$ cat config.mk
export PLATFORM = sky130hd
export DESIGN_NAME = rxring_writer
export DESIGN_NICKNAME = d
export VERILOG_FILES = /design/src/rtl/rxring_pkg.sv /design/src/rtl/rxring_desc_mem.sv /design/src/rtl/rxring_ptr.sv /design/src/rtl/rxring_fill.sv /design/src/rtl/rxring_writer.sv
export SDC_FILE = /design/constraint.sdc
export NUM_CORES = 1
export LEC_CHECK = 0
export CAP_MARGIN = 20
export CORE_UTILIZATION = 50
export DETAILED_ROUTE_END_ITERATION = 8
export PLACE_DENSITY = 0.68
export REMOVE_ABC_BUFFERS = 1
export SLEW_MARGIN = 20
export SYNTH_ARGS = -nofsm -noshare
export SYNTH_HDL_FRONTEND = slang
export SYNTH_SLANG_ARGS = --single-unit
$ cat constraint.sdc
create_clock -name clk -period 4.9 [get_ports clk]
set_clock_uncertainty 0.1 [all_clocks]
set_input_delay 0.98 -clock clk [delete_from_list [all_inputs] [get_ports clk]]
set_output_delay 0.98 -clock clk [all_outputs]
set_load 0.03 [all_outputs]
$ cat src/rtl/rxring_pkg.sv
package rxring_pkg;
  localparam int USED_POS = 0;
  localparam int WRAP_POS = 1;
  localparam int LEN_W    = 14;
  localparam int SOF_POS  = 14;
  localparam int EOF_POS  = 15;

  typedef enum logic [1:0] {
    FS_IDLE = 2'd0,
    FS_FILL = 2'd1,
    FS_DROP = 2'd2
  } fill_state_e;
endpackage

$ cat src/rtl/rxring_desc_mem.sv
module rxring_desc_mem #(
  parameter int NDESC = 4,
  parameter int IW    = 2
) (
  input  logic          clk,
  input  logic          rst_n,
  input  logic [IW-1:0] sw_idx,
  input  logic          sw_sel,
  input  logic          sw_we,
  input  logic [31:0]   sw_wdata,
  output logic [31:0]   sw_rdata,
  input  logic [IW-1:0] chk_idx,
  output logic [31:0]   chk_w0,
  input  logic          cl_we,
  input  logic [IW-1:0] cl_idx,
  input  logic [31:0]   cl_w1
);
  import rxring_pkg::*;

  logic [31:0] w0_q [NDESC];
  logic [31:0] w1_q [NDESC];
  logic [31:0] w0_n [NDESC];
  logic [31:0] w1_n [NDESC];

  always_comb begin
    for (int i = 0; i < NDESC; i++) begin
      w0_n[i] = w0_q[i];
      w1_n[i] = w1_q[i];
      if (cl_we && cl_idx == IW'(i)) begin
        w0_n[i][USED_POS] = 1'b1;
        w1_n[i]           = cl_w1;
      end else if (sw_we && sw_idx == IW'(i)) begin
        if (sw_sel) w1_n[i] = sw_wdata;
        else        w0_n[i] = sw_wdata;
      end
    end
  end

  always_ff @(posedge clk or negedge rst_n) begin
    if (!rst_n) begin
      for (int i = 0; i < NDESC; i++) begin
        w0_q[i] <= '0;
        w1_q[i] <= '0;
      end
    end else begin
      for (int i = 0; i < NDESC; i++) begin
        w0_q[i] <= w0_n[i];
        w1_q[i] <= w1_n[i];
      end
    end
  end

  assign sw_rdata = sw_sel ? w1_q[sw_idx] : w0_q[sw_idx];
  assign chk_w0   = w0_q[chk_idx];

  for (genvar g = 0; g < NDESC; g++) begin : g_chk
    // a closed descriptor is owned by software on the next cycle
    a_r3_used_after_close: assert property (@(posedge clk) disable iff (!rst_n)
      (cl_we && cl_idx == IW'(g)) |=> w0_q[g][USED_POS]);
    // on a same-cycle collision the status word takes the block's value
    a_r10_close_wins: assert property (@(posedge clk) disable iff (!rst_n)
      (cl_we && cl_idx == IW'(g) && sw_we && sw_idx == IW'(g))
      |=> w1_q[g] == $past(cl_w1));
  end
endmodule

$ cat src/rtl/rxring_ptr.sv
module rxring_ptr #(
  parameter int NDESC = 4,
  parameter int IW    = 2
) (
  input  logic          clk,
  input  logic          rst_n,
  input  logic          base_we,
  input  logic [IW-1:0] base_idx,
  input  logic          adv,
  input  logic          wrap,
  output logic [IW-1:0] ptr
);
  localparam logic [IW-1:0] LAST = IW'(NDESC - 1);

  logic [IW-1:0] base_q, base_n, ptr_q, ptr_n;

  always_comb begin
    base_n = base_q;
    ptr_n  = ptr_q;
    if (base_we) begin
      base_n = base_idx;
      ptr_n  = base_idx;
    end else if (adv) begin
      if (wrap)               ptr_n = base_q;
      else if (ptr_q == LAST) ptr_n = '0;
      else                    ptr_n = ptr_q + 1'b1;
    end
  end

  always_ff @(posedge clk or negedge rst_n) begin
    if (!rst_n) begin
      base_q <= '0;
      ptr_q  <= '0;
    end else begin
      base_q <= base_n;
      ptr_q  <= ptr_n;
    end
  end

  assign ptr = ptr_q;

  a_r9_base_load: assert property (@(posedge clk) disable iff (!rst_n)
    base_we |=> ptr_q == $past(base_idx));
  a_r5_ptr_range: assert property (@(posedge clk) disable iff (!rst_n)
    ptr_q <= LAST);
  a_r6_hold_without_adv: assert property (@(posedge clk) disable iff (!rst_n)
    (!adv && !base_we) |=> $stable(ptr_q));
endmodule

$ cat src/rtl/rxring_fill.sv
module rxring_fill #(
  parameter int BUF_BYTES = 1536,
  parameter int DROP_W    = 16
) (
  input  logic              clk,
  input  logic              rst_n,
  input  logic              rx_en,
  input  logic              rx_valid,
  input  logic [7:0]        rx_data,
  input  logic              rx_sof,
  input  logic              rx_eof,
  input  logic              abort,
  input  logic [31:0]       cur_w0,
  output logic              adv,
  output logic              cl_we,
  output logic [31:0]       cl_w1,
  output logic              buf_we,
  output logic [31:0]       buf_addr,
  output logic [7:0]        buf_data,
  output logic [DROP_W-1:0] drop_count
);
  import rxring_pkg::*;

  localparam int LW = $clog2(BUF_BYTES + 1);
  localparam logic [LW-1:0] FULL = LW'(BUF_BYTES);

  fill_state_e       st_q, st_n;
  logic [LW-1:0]     cnt_q, cnt_n, offset, new_len;
  logic              first_q, first_n;
  logic [DROP_W-1:0] drop_q, drop_n;
  logic              take, used, need_desc, wr, drop_inc, sof_flag;
  logic              we_q;
  logic [31:0]       addr_q, addr_n;
  logic [7:0]        data_q;

  always_comb begin
    take      = rx_valid && rx_en && !abort;
    used      = cur_w0[USED_POS];
    need_desc = take && ((st_q == FS_IDLE && rx_sof) ||
                         (st_q == FS_FILL && cnt_q == '0));
    drop_inc  = need_desc && used;
    wr        = take && !drop_inc &&
                ((st_q == FS_IDLE && rx_sof) || st_q == FS_FILL);
    offset    = (st_q == FS_IDLE) ? '0 : cnt_q;
    new_len   = offset + 1'b1;
    sof_flag  = (st_q == FS_IDLE) ? 1'b1 : first_q;
    cl_we     = wr && (rx_eof || new_len == FULL);
    cl_w1     = '0;
    cl_w1[LEN_W-1:0] = LEN_W'(new_len);
    cl_w1[SOF_POS]   = sof_flag;
    cl_w1[EOF_POS]   = rx_eof;
    adv       = cl_we;
    addr_n    = {cur_w0[31:2], 2'b00} + 32'(offset);

    st_n    = st_q;
    cnt_n   = cnt_q;
    first_n = first_q;
    drop_n  = drop_inc ? drop_q + 1'b1 : drop_q;
    if (abort) begin
      st_n  = FS_IDLE;
      cnt_n = '0;
    end else if (drop_inc) begin
      st_n  = rx_eof ? FS_IDLE : FS_DROP;
      cnt_n = '0;
    end else if (wr) begin
      if (cl_we) begin
        st_n    = rx_eof ? FS_IDLE : FS_FILL;
        cnt_n   = '0;
        first_n = 1'b0;
      end else begin
        st_n    = FS_FILL;
        cnt_n   = new_len;
        first_n = sof_flag;
      end
    end else if (st_q == FS_DROP && take && rx_eof) begin
      st_n = FS_IDLE;
    end
  end

  always_ff @(posedge clk or negedge rst_n) begin
    if (!rst_n) begin
      st_q    <= FS_IDLE;
      cnt_q   <= '0;
      first_q <= 1'b0;
      drop_q  <= '0;
      we_q    <= 1'b0;
    end else begin
      st_q    <= st_n;
      cnt_q   <= cnt_n;
      first_q <= first_n;
      drop_q  <= drop_n;
      we_q    <= wr;
    end
  end

  always_ff @(posedge clk or negedge rst_n) begin
    if (!rst_n) begin
      addr_q <= '0;
      data_q <= '0;
    end else if (wr) begin
      addr_q <= addr_n;
      data_q <= rx_data;
    end
  end

  assign buf_we     = we_q;
  assign buf_addr   = addr_q;
  assign buf_data   = data_q;
  assign drop_count = drop_q;

  a_r2_write_after_take: assert property (@(posedge clk) disable iff (!rst_n)
    buf_we |-> $past(take));
  a_r6_drop_counts: assert property (@(posedge clk) disable iff (!rst_n)
    drop_inc |=> drop_q == $past(drop_q) + 1'b1);
  a_r4_len_bound: assert property (@(posedge clk) disable iff (!rst_n)
    cl_we |-> (cl_w1[LEN_W-1:0] != '0 && cl_w1[LEN_W-1:0] <= LEN_W'(BUF_BYTES)));
  a_r8_disabled_idle: assert property (@(posedge clk) disable iff (!rst_n)
    !rx_en |=> !buf_we);
  a_r9_abort_idle: assert property (@(posedge clk) disable iff (!rst_n)
    abort |=> st_q == FS_IDLE);
endmodule

$ cat src/rtl/rxring_writer.sv
module rxring_writer #(
  parameter int NDESC     = 4,
  parameter int BUF_BYTES = 1536,
  parameter int DROP_W    = 16,
  localparam int IW       = (NDESC > 1) ? $clog2(NDESC) : 1
) (
  input  logic              clk,
  input  logic              rst_n,
  input  logic              rx_en,
  input  logic              rx_valid,
  input  logic [7:0]        rx_data,
  input  logic              rx_sof,
  input  logic              rx_eof,
  input  logic              base_we,
  input  logic [IW-1:0]     base_idx,
  input  logic [IW-1:0]     sw_idx,
  input  logic              sw_sel,
  input  logic              sw_we,
  input  logic [31:0]       sw_wdata,
  output logic [31:0]       sw_rdata,
  output logic              buf_we,
  output logic [31:0]       buf_addr,
  output logic [7:0]        buf_data,
  output logic [DROP_W-1:0] drop_count
);
  import rxring_pkg::*;

  logic [IW-1:0] ptr;
  logic [31:0]   cur_w0, cl_w1;
  logic          cl_we, adv;

  rxring_desc_mem #(.NDESC(NDESC), .IW(IW)) mem_i (
    .clk(clk), .rst_n(rst_n),
    .sw_idx(sw_idx), .sw_sel(sw_sel), .sw_we(sw_we), .sw_wdata(sw_wdata),
    .sw_rdata(sw_rdata),
    .chk_idx(ptr), .chk_w0(cur_w0),
    .cl_we(cl_we), .cl_idx(ptr), .cl_w1(cl_w1)
  );

  rxring_ptr #(.NDESC(NDESC), .IW(IW)) ptr_i (
    .clk(clk), .rst_n(rst_n),
    .base_we(base_we), .base_idx(base_idx),
    .adv(adv), .wrap(cur_w0[WRAP_POS]), .ptr(ptr)
  );

  rxring_fill #(.BUF_BYTES(BUF_BYTES), .DROP_W(DROP_W)) fill_i (
    .clk(clk), .rst_n(rst_n),
    .rx_en(rx_en), .rx_valid(rx_valid), .rx_data(rx_data),
    .rx_sof(rx_sof), .rx_eof(rx_eof), .abort(base_we),
    .cur_w0(cur_w0), .adv(adv), .cl_we(cl_we), .cl_w1(cl_w1),
    .buf_we(buf_we), .buf_addr(buf_addr), .buf_data(buf_data),
    .drop_count(drop_count)
  );

  // a descriptor is only filled while software has released it
  a_r6_fill_only_free: assert property (@(posedge clk) disable iff (!rst_n)
    cl_we |-> !cur_w0[USED_POS]);
endmodule

; Yosys cells after proc, flatten, opt, wreduce, memory -nomap -nowiden
; Cells that the tools add are included.
[word_totals]
regBits = 331
in_bits = 53
out_inout_bits = 89
elab_cells = 150
[op_classes]
addsub = 4
magnitude_cmp = 2
n_eq_ne = 13
muxes = 49
bitwise_logic = 9
reduce_logical = 52
[ops]
columns = operator, n
row1 = $mux W32, 16
row2 = $bmux W32 S2, 3
row3 = $mux W11, 5
row4 = $add A32 B11 Y32, 1
row5 = $mux W2, 10
row6 = $logic_and A1 B1 Y1, 19
row7 = $reduce_bool A2 Y1, 9
row8 = $add A16 B1 Y16 const B, 1
row9 = $reduce_and A2 Y1, 8
row10 = $mux W1, 15
row11 = $reduce_and A3 Y1, 5
row12 = $add A11 B1 Y11 const B, 1
row13 = $eq A11 B11 Y1 const B, 1
row14 = $logic_not A11 Y1, 1
row15 = $eq A2 B2 Y1 const B, 5
row16 = $ne A2 B1 Y1 const B, 4
row17 = $not A1 Y1, 7
row18 = $eq A2 B1 Y1 const B, 3
row19 = $ge A3 B3 Y1 const B, 2
row20 = $logic_not A2 Y1, 3
row21 = $not A2 Y3, 2
row22 = $reduce_bool A4 Y1, 1
row23 = $logic_or A1 B1 Y1, 3
row24 = $reduce_bool A3 Y1, 1
row25 = 2 further kinds, 3

; Logic depth before layout (Yosys ltp)
[logic_depth]
word_depth = 13
ltp_mapped = 15
depth_no_buf = 13

; Hierarchy
; A second synthesis with hierarchy kept.
[unflattened]
hier_cells = 1507
hier_area_um2 = 18013.5
[by_module_without_submodules]
columns = mod, n_inst, cells_each, area_per_inst_um2, seq_area_each_um2
row1 = rxring_desc_mem, 1, 999, 13494.2, 6406.1
row2 = rxring_fill, 1, 488, 4325.4, 1776.7
row3 = rxring_ptr, 1, 20, 193.9, 100.1

; Worst setup path after synthesis
; No wires, ideal clock.
[synth_path]
path_type = input to output
from = input port sw_idx[0]
to = output port sw_rdata[11]
arrival_ns = 2.664
required_time_ns = 3.820
slack_ns = 1.156
path_stages = 4
path_buffers = 2
path_cell_list = clkbuf_1 > buf_1 > mux4_2 > mux2_2
[synth_between]
elab_chain_cells = 5
word_cells_on_any_way = 8
classes_between = mux: 7 / bitwise: 1
[synth_lines]
columns = element, line
row1 = from (decl), rxring_writer.sv:16  ; input logic [IW-1:0] sw_idx,
row2 = $not A2 Y3 (implied by the code) *, rxring_desc_mem.sv:53  ; assign sw_rdata = sw_sel ? w1_q[sw_idx] : w0_q[sw_idx];
row3 = $bmux W32 S2, rxring_desc_mem.sv:53
row4 = $mux W32 (implied by the code) (2 in series), rxring_desc_mem.sv:53
row5 = $mux W32 *, rxring_desc_mem.sv:53
row6 = to (decl), rxring_writer.sv:20  ; output logic [31:0] sw_rdata,
; Every way passes the cells marked *; elsewhere a longest branch is shown, timed or not. The select of a mux whose other input is x is not followed.

; Final worst setup path
[layout_path]
from = input port sw_idx[1]
to = output port sw_rdata[27]
; The elaborated chain is that of the path after synthesis.

==> run_results.csv <==
group,metric,value,unit
synth,syn_area_per_cell,12.1,um2
drt,ant_nets,0,
drt,routed_wl,45.2,mm
timing,maxSlewHeadroom,23.9,%
min_path,hold_path.class,"flop to flop",
worst_setup_path,critical_path_class,"primary input to output pin",
drt,drtIter0Drc,957,
synth,yosys.area.top_type,"dfrtp_1",
timing,fin_setup_tns,0,ns
flow_run,cap_violations,0,
cts,cts_tree,"built",
power,power_density,433,nW/um2
floorplan,coreArea,33600,um2
grt,antenna_found_initial,1,
place,dpl_cell_area,19100,um2
timing,worstMarginPinSlew,1.14,ns
drt,first_pass_iters,5,
synth,synth_top_area_share,48.4,%
worst_setup_path,critPathMaxFanout,30,
worst_setup_path,worstPathRequired,3.82,ns
floorplan,ios,142,
cts,cts_resized,0,
drt,avgRoutedWirePerCell,22.4,um
cells_and_area,final_cell_mix,"dfrtp_1 (330), nand2_1 (264), mux2_2 (154)",
synth,ys_seq_area_share,48.4,%
synth,netlist_area,17100,um2
synth,syn_inst,1420,
grt,grt_max_degree,118,
timing,max_freq,240,MHz
synth,netlist-cell-type-count,61,
cts,cts_sinks,331,
cts,hold_buffers,0,
drt,post-route-drc-count,0,
cells_and_area,finalInstanceArea,20400,um2
floorplan,initial_core_util,50.9,%
cts,cts_htree_levels,2,
floorplan,fp.dieW,187,um
worst_setup_path,end_kind,"output pin",
drt,via_count,12100,
place,dp_hpwl,29.2,mm
synth,synth_edf_count,0,
synth,synthTopCellsByArea,"dfrtp_1 (48%), mux4_2 (13%), mux2_2 (10%), nand2_1 (5.8%), mux2i_1 (5.4%)",
synth,ys_ff_latch,331,
synth,synth_warnings,0,
grt,first_global_vias,12400,
cts,cts_max_path_buffers,3,
cells_and_area,drive_above_1_share,23.6,%
timing,fin_crit_sh,85.1,%
grt,grt_first_pass_wirelength,71.9,mm
cells_and_area,insertedDiodeCount,0,
place,dp.cells,1954,
timing,rsz0062_at_grt,"false",
cts,cts-root-buf,"clkbuf_16",
timing,timing.final.crit_period,4.17,ns
drt,via_per_inst,6.01,
cells_and_area,mostFrequentLayoutCell,"dfrtp_1",
synth,ys.flop_type,"dfrtp_1",
timing,setup_viol,0,
cells_and_area,instances_no_fill,2021,
synth,async_flop_share,100,%
place,port_buffers,141,
run_status,status,"completed",
cells_and_area,nets,1615,
cells_and_area,syn_to_final_growth,18.9,%
cells_and_area,finish.utilization,60.5,%
cts,clkSlewWorstSetupHoldPaths,0.06,ns
grt,track_usage,26.5,%
cts,cts_made_buffers,38,
worst_setup_path,critPathLaunchType,"primary input",
cts,cts_setup_buffers,0,
floorplan,num_rows,67,
cts,clkLatencyLatePin,0.53,ns
power,ir_drop,0.000327,V
worst_setup_path,reg2reg_depth,12,
worst_setup_path,arrival,3.09,ns
grt,grt-ovfl-total,0,
place,place_congestion,0.850,
floorplan,die-area,35000,um2
timing,finalMaxSlewViolations,0,
timing,finalHoldViolations,0,
min_path,whs_path_depth,1,
floorplan,die_h,187,um
worst_setup_path,ff2ff_setup_slack,0.99,ns
power,leakage,0.00837,uW
per-stage QoR:
stage               setup slack, ns  hold WS (ns)  power, uW
detailed placement            0.735         0.361       6020
finish                        0.732         0.367       8810
CTS                           0.743         0.371       8860
global route                  0.661         0.382       9210
global placement              0.731         0.357       5930
floorplan                    -0.207         0.367       5100
critical path: stages:
cell and delay [ns]:
buf_4 0.40, buf_4 0.42, mux4_2 0.37, mux2_2 0.30, clkdlybuf4s50_1 0.59
per-layer routing:
layer / track usage (%) / vias to the layer above / part of all wire, %
met5: 0 / - / 0
met4: 8.58 / 0 / 2.9
met3: 3.96 / 98 / 6.3
met2: 43.3 / 445 / 49
met1: 36.7 / 6251 / 42
li1: - / 5352 / -
logic make-up after synthesis:
group           after synthesis  synth area share [%]
compound gates              169                  5.85
xor+xnor                     48                  2.46
fa+ha+maj                    16                  1.21
buf+inv                     109                  3.07
flops                       331                  48.4
mux                         352                  28.8
simple gates                395                  10.2
where the power goes:
part | switching [uW] | internal (uW)
logic | 1130 | 1160
registers | 382 | 3300
clock network | 1130 | 1700
total | 2650 | 6160
cells in the mapped netlist, drive strengths merged (2+ instances only):
| cell type | instances |
|---|---|
| nor3 | 10 |
| a21oi | 88 |
| nor4b | 2 |
| a21o | 3 |
| nand3 | 13 |
| ha | 15 |
| o21ai | 48 |
| o311ai | 2 |
| nand3b | 2 |
| inv | 14 |
| clkbuf | 50 |
| nand4 | 14 |
| o21a | 4 |
| mux2 | 162 |
| and2 | 14 |
| a32o | 3 |
| nand2 | 264 |
| nor4 | 2 |
| and4 | 4 |
| nand2b | 4 |
| or4 | 2 |
| a211oi | 2 |
| buf | 45 |
| or2 | 2 |
| mux2i | 94 |
| o32ai | 4 |
| o31ai | 6 |
| mux4 | 96 |
| and3 | 8 |
| nor2b | 7 |
| xor2 | 24 |
| xnor2 | 24 |
| nor2 | 41 |
| or3 | 3 |
| dfrtp | 331 |
| a22o | 2 |
path summary, 6_finish.rpt:
kind	start	to
min reg2reg	fill_i.drop_count[15]	fill_i.drop_count[15]
min	fill_i.drop_count[15]	fill_i.drop_count[15]
min in group asynchronous	rst_n	mem_i.w0_q[80]
max reg2reg	fill_i.st_q[1]	mem_i.w1_q[10]
max in group asynchronous	rst_n	mem_i.w1_q[86]
max	sw_idx[1]	sw_rdata[27]
state kept, by name, indices dropped and copies added (netlist names):
name               flops
fill_i.first_q         1
fill_i.drop_count     16
fill_i.st_q            2
fill_i.buf_we          1
fill_i.cnt_q          11
mem_i.w1_q           128
mem_i.w0_q           128
fill_i.buf_data        8
ptr_i.base_q           2
ptr_i.ptr              2
fill_i.buf_addr       32
cell type report:
class,count,area [um2]
Clock buffer,59,1170
Clock inverter,8,71.3
Fill cell,2720,13300
Inverter,14,52.6
Multi-Input combinational cell,980,8340
Sequential cell,331,8280
Tap cell,448,561
Timing Repair Buffer,181,1870
Power figures use the tool's default switching activity.
